**src/rtl/cpl_space_limiter.sv**
```systemverilog
module cpl_space_limiter #(
  parameter int CAP_W = 12,
  parameter int LEN_W = 10
) (
  input  logic             clk,
  input  logic             rst_n,
  input  logic [CAP_W-1:0] cap_units,
  input  logic             req_valid,
  input  logic [LEN_W-1:0] req_len,
  input  logic             dn_ready,
  output logic             req_ready,
  input  logic             cpl_valid,
  input  logic [LEN_W-1:0] cpl_len
);
  localparam int UNIT_W = LEN_W - 1;
  localparam int CNT_W  = CAP_W + 1;

  function automatic logic [UNIT_W-1:0] to_units(input logic [LEN_W-1:0] len);
    logic [LEN_W:0] full;
    logic [LEN_W:0] up;
    full = (len == '0) ? (LEN_W+1)'(1) << LEN_W : {1'b0, len};
    up   = (full + (LEN_W+1)'(3)) >> 2;
    return up[UNIT_W-1:0];
  endfunction

  logic [CAP_W-1:0]  used_q;
  logic [UNIT_W-1:0] req_u, cpl_u;
  logic [CNT_W-1:0]  need, grow, drop, nxt;
  logic              fits, grant;

  assign req_u = to_units(req_len);
  assign cpl_u = to_units(cpl_len);
  assign need  = CNT_W'(used_q) + CNT_W'(req_u);
  assign fits  = need < CNT_W'(cap_units);
  assign req_ready = dn_ready & fits;
  assign grant = req_valid & req_ready;
  assign grow  = grant ? need : CNT_W'(used_q);
  assign drop  = cpl_valid ? CNT_W'(cpl_u) : '0;
  assign nxt   = (grow > drop) ? grow - drop : '0;

  always_ff @(posedge clk) begin
    if (!rst_n) used_q <= '0;
    else        used_q <= nxt[CAP_W-1:0];
  end

  // the claimed space never reaches capacity
  a_r4_below_cap: assert property (@(posedge clk) disable iff (!rst_n)
    (cap_units != '0) |-> (used_q < cap_units));

  // no ready towards the requester without downstream ready
  a_r8_gated: assert property (@(posedge clk) disable iff (!rst_n)
    !dn_ready |-> !req_ready);

  // with neither grant nor release the count holds
  a_r7_hold: assert property (@(posedge clk) disable iff (!rst_n)
    (!grant && !cpl_valid) |=> $stable(used_q));

  // a release from an empty count leaves it empty
  a_r6_floor: assert property (@(posedge clk) disable iff (!rst_n)
    (used_q == '0 && !grant && cpl_valid) |=> (used_q == '0));

  // a grant never shrinks the count when nothing is released
  a_r3_grant_grows: assert property (@(posedge clk) disable iff (!rst_n)
    (grant && !cpl_valid) |=> (used_q > $past(used_q)));
endmodule

```
**config.mk**
```make
export PLATFORM = sky130hd
export DESIGN_NAME = cpl_space_limiter
export DESIGN_NICKNAME = d
export VERILOG_FILES = /design/src/rtl/cpl_space_limiter.sv
export SDC_FILE = /design/constraint.sdc
export NUM_CORES = 1
export LEC_CHECK = 0
export ABC_AREA = 1
export BUFFER_PORTS_ARGS = -buffer_cell sky130_fd_sc_hd__buf_2
export CAP_MARGIN = 25
export CORE_MARGIN = 1
export CORE_UTILIZATION = 38
export CTS_CLUSTER_DIAMETER = 120
export DETAILED_ROUTE_END_ITERATION = 10
export GPL_TIMING_DRIVEN = 0
export HOLD_SLACK_MARGIN = 0.15
export PLACE_DENSITY = 0.65
export SYNTH_ARGS = -nofsm -noshare
export SYNTH_HDL_FRONTEND = slang
export SYNTH_SLANG_ARGS = --single-unit
```
**constraint.sdc**
```tcl
create_clock -name clk -period 9.2 [get_ports clk]
set_clock_uncertainty 0.1 [all_clocks]
set_input_delay 0.46 -clock clk [delete_from_list [all_inputs] [get_ports clk]]
set_output_delay 0.46 -clock clk [all_outputs]
set_load 0.1 [all_outputs]
```
After elaboration in Yosys (flattened, before gate mapping)

Index checks and enable logic that the tools add are counted.

Word-level logic and storage cells: 16
Input bits: 37
Output and inout bits: 1
Bits in registers: 12

$lt $le $gt $ge: 2
Add/sub/neg operators: 4
Reduce and logical (&&, ||, !) cells: 3
Bitwise operators: 2
Muxes and demuxes: 4

Operator list:

| operator                                                         | number |
|---|---|
| 11-bit by 2-bit adder with 11-bit output (second input constant) | 2 |
| 11-bit two-way mux                                               | 2 |
| 10-bit logical NOT                                               | 2 |
| 12-bit by 9-bit adder with 13-bit output                         | 1 |
| 13-bit by 9-bit greater-than comparator with 1-bit output        | 1 |
| 13-bit by 12-bit < comparator with 1-bit output                  | 1 |
| 13-bit two-way mux                                               | 1 |
| 12-bit by 9-bit subtractor with 12-bit output                    | 1 |
| 9-bit two-way mux                                                | 1 |
| 1-bit bitwise AND                                                | 2 |
| 2-bit AND reduction                                              | 1 |

Depth between registers and ports, before layout

Gate-level depths: netlist of the first run.

Word-level depth: 10
Depth in mapped cells: 45
Depth with buffers taken out: 44

Worst setup path after synthesis of the first run

Ideal clock, no wire load.

Path type: input to register
From: input port req_len[2]
To: register used_q[4]
Stages: 40
Data required time: 8,983 ps
Path slack: 3,914 ps
Arrival: 5,069 ps
Library setup time: 117 ps
Buffers on the path: 2
Path through: inv_1 -> nor2_1 -> nand2_1 -> nor2_1 -> inv_1 -> nor2_1 -> inv_1 -> nor2_2 -> inv_1 -> nor2_2 -> nand2_1 -> xor2_1 -> inv_1 -> ha_1 -> nand2_1 -> inv_1 -> a21oi_2 -> nand3_2 -> [... 4 more ...] -> o211ai_1 -> nor2_4 -> nand3_4 -> buf_2 -> nand2_1 -> nand2_1 -> ha_1 -> a21oi_1 -> nand2_1 -> a21oi_1 -> o21ai_2 -> o21ai_1 -> inv_2 -> nor2_2 -> nand3_2 -> nand2_2 -> buf_6 -> nor2_2

Longest elaborated chain between the ends: 10
Elaborated cells between the ends (all ways): 11
Those cells by class: add/sub: 3; order compare: 2; mux: 2; bitwise: 2; reduce/logical: 2

RTL lines:

| element                                                   | RTL line | RTL |
|---|---|---|
| start, declared                                           | 9        | `input logic [LEN_W-1:0] req_len,` |
| 10-bit logical NOT                                        | 21       | `full = (len == '0) ? (LEN_W+1)'(1) << LEN_W : {1'b0, len};` |
| 11-bit two-way mux *                                      | 21       |  |
| 11-bit by 2-bit adder with 11-bit output *                | 22       | `up = (full + (LEN_W+1)'(3)) >> 2;` |
| 12-bit by 9-bit adder with 13-bit output *                | 33       | `assign need = CNT_W'(used_q) + CNT_W'(req_u);` |
| 13-bit by 12-bit < comparator with 1-bit output           | 34       | `assign fits = need < CNT_W'(cap_units);` |
| 1-bit bitwise AND                                         | 35       | `assign req_ready = dn_ready & fits;` |
| 1-bit bitwise AND                                         | 36       | `assign grant = req_valid & req_ready;` |
| 13-bit two-way mux *                                      | 37       | `assign grow = grant ? need : CNT_W'(used_q);` |
| 13-bit by 9-bit greater-than comparator with 1-bit output | 39       | `assign nxt = (grow > drop) ? grow - drop : '0;` |
| 2-bit AND reduction (no line)                             | n/a      |  |
| end signal, assigned                                      | 43       | `else used_q <= nxt[CAP_W-1:0];` |
| end, declared                                             | 26       | `logic [CAP_W-1:0] used_q;` |

Every way passes the cells marked *; elsewhere a longest branch is shown, timed or not.
A chain may end at the register's enable or synchronous reset.

Final worst setup path of the first run

From: input port req_len[2]
To: register used_q[10]

Same word-level chain as after synthesis.

==> impl_metrics.json, run 1 <==
{
  "run_status": "completed",
  "via_count_of_the_first_global_routing_pass": 1990,
  "ant_nets": 0,
  "worst-slew-pin-transition_ns": 0.482,
  "cts-root-buf": "sky130_fd_sc_hd__clkbuf_8",
  "final_cell_area_sq_um": 2670,
  "filler_cell_count": 623,
  "post_cts_buffers": 0,
  "design.core.area_sq_um": 5920,
  "setup_crit_end_kind": "flop",
  "path_common_cell": "sky130_fd_sc_hd__inv_1",
  "share_of_final_layout_standard_cells_stronger_than_drive_strength_1": 0.207,
  "route.detailed.wl_per_inst_microns": 9.58,
  "cts_tree": "yes",
  "die_area_sq_um": 6470,
  "drc": 0,
  "cts.clk_slew.worst_paths_ns": 0.05,
  "synthesis.area_sq_um": 2340,
  "setup.worst_path.start_class": "primary input",
  "gpl.final_weighted_congestion": 0.857,
  "cts.path.max_buffers": 2,
  "cts.hold.buffers_added": 0,
  "grt_setup_unrepaired": "false",
  "worst-endpoint-required_ns": 9.23,
  "post_cts_resized": 0,
  "detailroute.via_count": 2323,
  "grt_max_degree": 11,
  "synthDominantCellAreaShare": 0.162,
  "track_usage": 0.158,
  "drt-vias-per-instance": 4.61,
  "timing.final.max_slew_violations": 0,
  "detailedPlacementHpwl_mm": 4.34,
  "numCtsBuffers": 3,
  "finalWorstSetupSlack_ns": 3.41,
  "biggest_regs": "used_q: 12 flops",
  "synth_seq_cells": 12,
  "number_of_nets_in_the_synthesized_netlist": 456,
  "worst_slew_margin_relative_to_its_limit": 0.681,
  "power.static_leakage_uw": 0.00152,
  "die-height_microns": 80.4,
  "ioPinCount": 38,
  "die_x_microns": 80.4,
  "grt_overflow": 0,
  "syn-mean-instance-area_sq_um": 6.03,
  "setup.worst_path.class": "primary input to flop",
  "first_pass_grt_wire_length_mm": 8.08,
  "fmax_ghz": 0.173,
  "port-buffer-count": 37,
  "critical_path_peak_fanout": 8,
  "dpl-instance-area_sq_um": 2620,
  "clkLatencyLatePin_ns": 0.23,
  "period_needed_ns": 5.79,
  "vdd_drop_max_v": 0.0000889,
  "final_hold_viol_count": 0,
  "yosysWarnings": 0,
  "clkSinkCount": 12,
  "number_of_inserted_diodes": 0,
  "hold_path.class": "primary input to flop",
  "fin_setup_tns_ns": 0,
  "count_of_maximum_capacitance_violations": 0,
  "timing.final.crit_share": 0.630,
  "drt-pass1-iter-count": 4,
  "highest_delay_cell_along_the_critical_path": "sky130_fd_sc_hd__fa_1",
  "synth.largest_area_cell": "sky130_fd_sc_hd__nand2_1",
  "starting_density": 0.395,
  "synth_top_cells_by_area": "sky130_fd_sc_hd__nand2_1 16%, sky130_fd_sc_hd__ha_1 16%, sky130_fd_sc_hd__inv_1 12%, sky130_fd_sc_hd__dfxtp_1 10%, sky130_fd_sc_hd__nor2_1 5.8%",
  "worstPathArrival_ns": 5.83,
  "dr.first_iter.drc_count": 58,
  "htreeDepth": 1,
  "p_per_area_nw_per_um2": 261,
  "p_r_area_growth_vs_syn_pct": 14.3,
  "max_ffs_per_register": 12,
  "largest_incremental_delay_on_the_critical_path_ns": 0.41,
  "syn-instance-count": 388,
  "dpl_worst_slack_ns": 3.20,
  "postRouteWirelength_mm": 4.83,
  "report.final.setup_viol": 0,
  "finish.net_count": 498,
  "synth.distinct_cells": 35,
  "ys_seq_area_frac": 0.103,
  "placement_rows": 28,
  "most_flops_register": "used_q",
  "antenna_found_initial": 0
}
==> cell type report <==
cell class	instances	area, sq um	share of cell area
inverter	80	300	0.112
sequential	12	240	0.0899
multi-input combinational	293	1770	0.662
clock buffer	4	55.1	0.0206
timing repair buffer	37	185	0.0693
tap	75	93.8	0.0351
buffer	3	27.5	0.0103
==> placed cells by master (no fill, tap or decap) <==
master,count
sky130_fd_sc_hd__a21boi_1,1
sky130_fd_sc_hd__a21oi_1,19
sky130_fd_sc_hd__a21oi_2,1
sky130_fd_sc_hd__a31oi_1,2
sky130_fd_sc_hd__and2_1,1
sky130_fd_sc_hd__buf_2,38
sky130_fd_sc_hd__buf_6,2
sky130_fd_sc_hd__clkbuf_8,4
sky130_fd_sc_hd__dfxtp_1,12
sky130_fd_sc_hd__fa_1,2
sky130_fd_sc_hd__ha_1,29
sky130_fd_sc_hd__inv_1,76
sky130_fd_sc_hd__inv_2,4
sky130_fd_sc_hd__nand2_1,101
sky130_fd_sc_hd__nand2_2,11
sky130_fd_sc_hd__nand2_4,1
sky130_fd_sc_hd__nand3_1,12
sky130_fd_sc_hd__nand3_2,6
sky130_fd_sc_hd__nand3_4,2
sky130_fd_sc_hd__nand3b_1,1
sky130_fd_sc_hd__nand4_1,10
sky130_fd_sc_hd__nor2_1,36
sky130_fd_sc_hd__nor2_2,14
sky130_fd_sc_hd__nor2_4,3
sky130_fd_sc_hd__nor3_1,3
sky130_fd_sc_hd__nor4_1,3
sky130_fd_sc_hd__o211ai_1,2
sky130_fd_sc_hd__o21a_1,1
sky130_fd_sc_hd__o21ai_0,7
sky130_fd_sc_hd__o21ai_1,2
sky130_fd_sc_hd__o21ai_2,2
sky130_fd_sc_hd__o21bai_1,2
sky130_fd_sc_hd__o31ai_1,1
sky130_fd_sc_hd__or2_2,1
sky130_fd_sc_hd__xnor2_1,8
sky130_fd_sc_hd__xor2_1,9
==> cells in the mapped netlist <==
master	instances
sky130_fd_sc_hd__inv_1	76
sky130_fd_sc_hd__nor3_1	3
sky130_fd_sc_hd__o31ai_1	1
sky130_fd_sc_hd__o21ai_1	2
sky130_fd_sc_hd__nor2_4	3
sky130_fd_sc_hd__nor4_1	3
sky130_fd_sc_hd__nand3b_1	1
sky130_fd_sc_hd__nand2_1	101
sky130_fd_sc_hd__a31oi_1	2
sky130_fd_sc_hd__nand3_1	12
sky130_fd_sc_hd__nand3_4	2
sky130_fd_sc_hd__xor2_1	9
sky130_fd_sc_hd__buf_6	2
sky130_fd_sc_hd__or2_2	1
sky130_fd_sc_hd__and2_1	1
sky130_fd_sc_hd__a21oi_2	1
sky130_fd_sc_hd__o21bai_1	2
sky130_fd_sc_hd__o211ai_1	2
sky130_fd_sc_hd__nand2_2	11
sky130_fd_sc_hd__ha_1	29
sky130_fd_sc_hd__buf_2	1
sky130_fd_sc_hd__inv_2	4
sky130_fd_sc_hd__nand2_4	1
sky130_fd_sc_hd__nor2_1	36
sky130_fd_sc_hd__a21boi_1	1
sky130_fd_sc_hd__a21oi_1	19
sky130_fd_sc_hd__o21a_1	1
sky130_fd_sc_hd__dfxtp_1	12
sky130_fd_sc_hd__nand3_2	6
sky130_fd_sc_hd__nand4_1	10
sky130_fd_sc_hd__o21ai_2	2
sky130_fd_sc_hd__nor2_2	14
sky130_fd_sc_hd__xnor2_1	8
sky130_fd_sc_hd__fa_1	2
sky130_fd_sc_hd__o21ai_0	7
==> cell families after synthesis <==
| group | count (synthesis) | synth area share |
|---|---|---|
| AND/OR/NAND/NOR | 205 | 0.422 |
| buffers and inverters | 83 | 0.140 |
| AO/OA/AOI/OAI | 40 | 0.0990 |
| adder cells (fa/ha/maj) | 31 | 0.172 |
| XOR/XNOR | 17 | 0.0637 |
| flip-flops | 12 | 0.103 |
==> power breakdown <==
part           total (uW)  switching [uW]  internal [uW]  leakage (uW)
combinational         556             337            219       0.00139
sequential           87.5            14.8           72.7     0.0000994
clock                55.3            17.7           37.7     0.0000288
total                 699             369            329       0.00152
==> worst paths after layout <==
path                      to  slack (ns)  cells after the start  startpoint
setup / recovery  used_q[10]        3.41                     38  req_len[2]
hold / removal    used_q[10]        0.39                      3       rst_n
setup reg to reg  used_q[10]        4.37                     28   used_q[0]
hold reg to reg   used_q[11]        0.63                      6  used_q[11]
==> through the flow <==
step	power, uW	util	cells	hold slack (ns)
2_1_floorplan	546	-	388	0.512
3_3_place_gp	635	0.442	500	0.605
3_5_place_dp	645	0.442	500	0.630
4_1_cts	704	0.451	504	0.395
5_1_grt	786	0.451	504	0.400
6_report	699	0.451	504	0.390
==> per-layer routing <==
metal  part of all wire  global-route usage  vias up  wire length (microns)
met3              0.020              0.0102        0                     98
met1               0.49               0.201      987                   2360
li1                   -                   -     1303                      -
met4                  0              0.0321        0                      0
met2               0.49               0.289       33                   2370
met5                  0                   0        -                      0
==> worst max-delay path: cells and delay by family <==
kind                     cells  cell delay [ns]
AND/OR/NAND/NOR             18             2.03
adder cells (fa/ha/maj)      4             1.24
AO/OA/AOI/OAI                6             1.19
buffers and inverters        9             0.77
XOR/XNOR                     1             0.14
Power figures use the tool's default switching activity.
==> inputs of run 2 (changes only) <==
ABC_AREA = 0   (was 1)
PLACE_DENSITY = 0.68   (was 0.65)
clock period = 4.7 ns   (was 9.2 ns; I/O delays follow)
==> impl_metrics.json, run 2 <==
{
  "syn-mean-instance-area_sq_um": 7.73,
  "max_ffs_per_register": 12,
  "report.final.setup_viol": 12,
  "hold_path.class": "primary input to flop",
  "cts_tree": "yes",
  "ant_nets": 0,
  "die_area_sq_um": 5750,
  "layout_common_cells": "47 x sky130_fd_sc_hd__buf_4, 33 x sky130_fd_sc_hd__buf_2, 26 x sky130_fd_sc_hd__nor2_1",
  "cts.clk_slew.worst_paths_ns": 0.05,
  "drt-pass1-iter-count": 4,
  "first_pass_grt_wire_length_mm": 9.80,
  "setup.worst_path.class": "primary input to flop",
  "run_status": "finished, violations left",
  "p_per_area_nw_per_um2": 466,
  "clkLatencyLatePin_ns": 0.24,
  "die-height_microns": 75.8,
  "number_of_inserted_diodes": 0,
  "dr.first_iter.drc_count": 142,
  "crit_end": "used_q[10]",
  "most_flops_register": "used_q",
  "numCtsBuffers": 3,
  "synth_seq_cells": 12,
  "final_cell_area_sq_um": 3070,
  "vdd_drop_max_v": 0.000195,
  "synth_edf_count": 0,
  "htreeDepth": 1,
  "clkSinkCount": 12,
  "starting_density": 0.400,
  "ioPinCount": 38,
  "finalWorstSetupSlack_ns": -1.41,
  "r2r_setup_slack_ns": -1.20,
  "finalNonFillerCells": 431,
  "grt_overflow": 0,
  "timing.final.crit_share": 1.30,
  "layout_commonest_cell": "sky130_fd_sc_hd__buf_4",
  "dpl.cell_count": 374,
  "finish.net_count": 430,
  "dpl-instance-area_sq_um": 2430,
  "timing.rr.end": "used_q[10]",
  "cts.path.max_buffers": 2,
  "worstPathArrival_ns": 6.19,
  "synth.largest_area_cell": "sky130_fd_sc_hd__ha_1",
  "postRouteWirelength_mm": 6.30,
  "detailroute.via_count": 2291,
  "detailedPlacementHpwl_mm": 3.85,
  "ys_seq_area_frac": 0.116,
  "via_count_of_the_first_global_routing_pass": 2200,
  "cts-root-buf": "sky130_fd_sc_hd__clkbuf_8",
  "setup.worst_path.start": "req_len[0]",
  "track_usage": 0.228,
  "share_of_final_layout_standard_cells_stronger_than_drive_strength_1": 0.399,
  "largest_incremental_delay_on_the_critical_path_ns": 0.35,
  "fmax_ghz": 0.164,
  "grt_setup_unrepaired": "true",
  "ys_top_cells_by_count": "29 x sky130_fd_sc_hd__ha_1, 29 x sky130_fd_sc_hd__nor2_1, 24 x sky130_fd_sc_hd__inv_1",
  "power.static_leakage_uw": 0.00140,
  "drc": 0,
  "drt-vias-per-instance": 5.32,
  "syn-instance-count": 268,
  "timing.final.max_slew_violations": 0,
  "setup.worst_path.start_class": "primary input",
  "dominantRegCellSynth": "sky130_fd_sc_hd__dfxtp_1",
  "placement_rows": 26,
  "die_x_microns": 75.8,
  "failed_checks": "setup timing",
  "p_r_area_growth_vs_syn_pct": 48.5,
  "timing.rr.start": "used_q[0]",
  "synthesis.area_sq_um": 2070,
  "final_hold_viol_count": 0,
  "period_needed_ns": 6.11,
  "gpl.final_weighted_congestion": 0.809,
  "worst-endpoint-required_ns": 4.77,
  "antenna_found_initial": 0,
  "yosysWarnings": 0,
  "count_of_maximum_capacitance_violations": 0,
  "worst_slew_margin_relative_to_its_limit": 0.673,
  "filler_cell_count": 427,
  "design.core.area_sq_um": 5170,
  "highest_delay_cell_along_the_critical_path": "sky130_fd_sc_hd__ha_2",
  "route.detailed.wl_per_inst_microns": 14.6,
  "synthDominantCellAreaShare": 0.175,
  "synth_top_cells_by_area": "sky130_fd_sc_hd__ha_1 18%, sky130_fd_sc_hd__dfxtp_1 12%, sky130_fd_sc_hd__xnor2_1 9.3%, sky130_fd_sc_hd__nor2_1 5.3%, sky130_fd_sc_hd__inv_1 4.4%",
  "logic_depth_of_the_worst_register_to_register_path": 40,
  "async_reset_ff_frac": 0,
  "setup_crit_end_kind": "flop",
  "synth.distinct_cells": 51,
  "critical_path_peak_fanout": 3,
  "worst-slew-pin-transition_ns": 0.491,
  "path_common_cell": "sky130_fd_sc_hd__buf_4",
  "number_of_nets_in_the_synthesized_netlist": 336,
  "port-buffer-count": 36,
  "biggest_regs": "used_q: 12 flops",
  "grt_max_degree": 10
}
run 2: changes by cell type after synthesis, sizes merged, moves of 6 or more:
cell    delta
nand2     -91
inv       -56
xnor2     +14
nor2      -24
o21a       +6
a211oi     +7
nor2b      +7
nand4      -8
mux2       +7
nand3     -13
run 2: area by class of cell:
| class | count | area (sq um) | area share |
|---|---|---|---|
| sequential | 12 | 240 | 0.0781 |
| timing repair buffer | 89 | 626 | 0.204 |
| inverter | 24 | 90.1 | 0.0293 |
| tap | 70 | 87.6 | 0.0285 |
| clock buffer | 4 | 55.1 | 0.0179 |
| buffer | 6 | 47.5 | 0.0155 |
| multi-input combinational | 226 | 1930 | 0.627 |
run 2: per-layer routing:
layer | vias up | wire length (microns) | GRT usage
met2 | 84 | 3140 | 0.411
met5 | - | 0 | 0
met3 | 26 | 272 | 0.0198
li1 | 1141 | - | -
met4 | 0 | 257 | 0.142
met1 | 1040 | 2630 | 0.259
run 2: how the worst min path moves through the flow:
stage | start | endpoint | slack, ns | cells past startpoint
floorplan | rst_n | used_q[11] | 0.27 | 1
global placement | rst_n | used_q[11] | 0.39 | 2
detailed placement | rst_n | used_q[11] | 0.39 | 2
CTS | req_valid | used_q[9] | 0.34 | 4
global route | req_valid | used_q[9] | 0.37 | 4
finish | req_valid | used_q[9] | 0.33 | 4
run 2: logic make-up (layout without fill, tap and decap cells):
| group | Yosys count | count (layout) | share of synthesized area |
|---|---|---|---|
| buffers and inverters | 30 | 123 | 0.0586 |
| and+or+nand+nor | 91 | 91 | 0.215 |
| xor gates and xnor gates | 30 | 30 | 0.127 |
| AOI/OAI and AO/OA | 65 | 65 | 0.241 |
| adders and majority gates | 31 | 31 | 0.195 |
| muxes | 9 | 9 | 0.0477 |
| DFF | 12 | 12 | 0.116 |
run 2: what timing repair did:
action / 4_1_cts / 5_1_grt
resized for setup: 34 / 12
setup endpoints to repair: 12 / 12
buffers inserted: 47 / 5
hold buffers: 1 / 0
pin swaps: 34 / 13
gates cloned: 1 / 0
endpoints found under the hold margin: 1 / 0
run 2: where the power goes:
part | internal [uW] | total [uW] | switching, uW
Combinational | 568 | 1170 | 600
Sequential | 135 | 154 | 19.2
Clock | 73.8 | 110 | 35.8
Total | 777 | 1430 | 655
run 2: worst max-delay path, delay by kind of cell:
kind / cells / cell delay (ns)
xor gates and xnor gates: 2 / 0.26
buffers and inverters: 30 / 3.69
muxes: 1 / 0.18
adders and majority gates: 1 / 0.35
AOI/OAI and AO/OA: 4 / 0.58
and+or+nand+nor: 8 / 0.88
run 2: stage by stage:
stage               setup slack (ns)  total power (uW)   util  setup TNS [ns]  hold slack [ns]
floorplan                      -1.60               889      -          -17.60            0.268
global placement               -1.85              1040  0.470          -19.06            0.392
detailed placement             -1.90              1060  0.470          -19.62            0.394
CTS                            -1.11              1350  0.577          -10.96            0.337
global route                   -1.58              1550  0.594          -16.20            0.370
finish                         -1.41              1430  0.594          -14.03            0.335
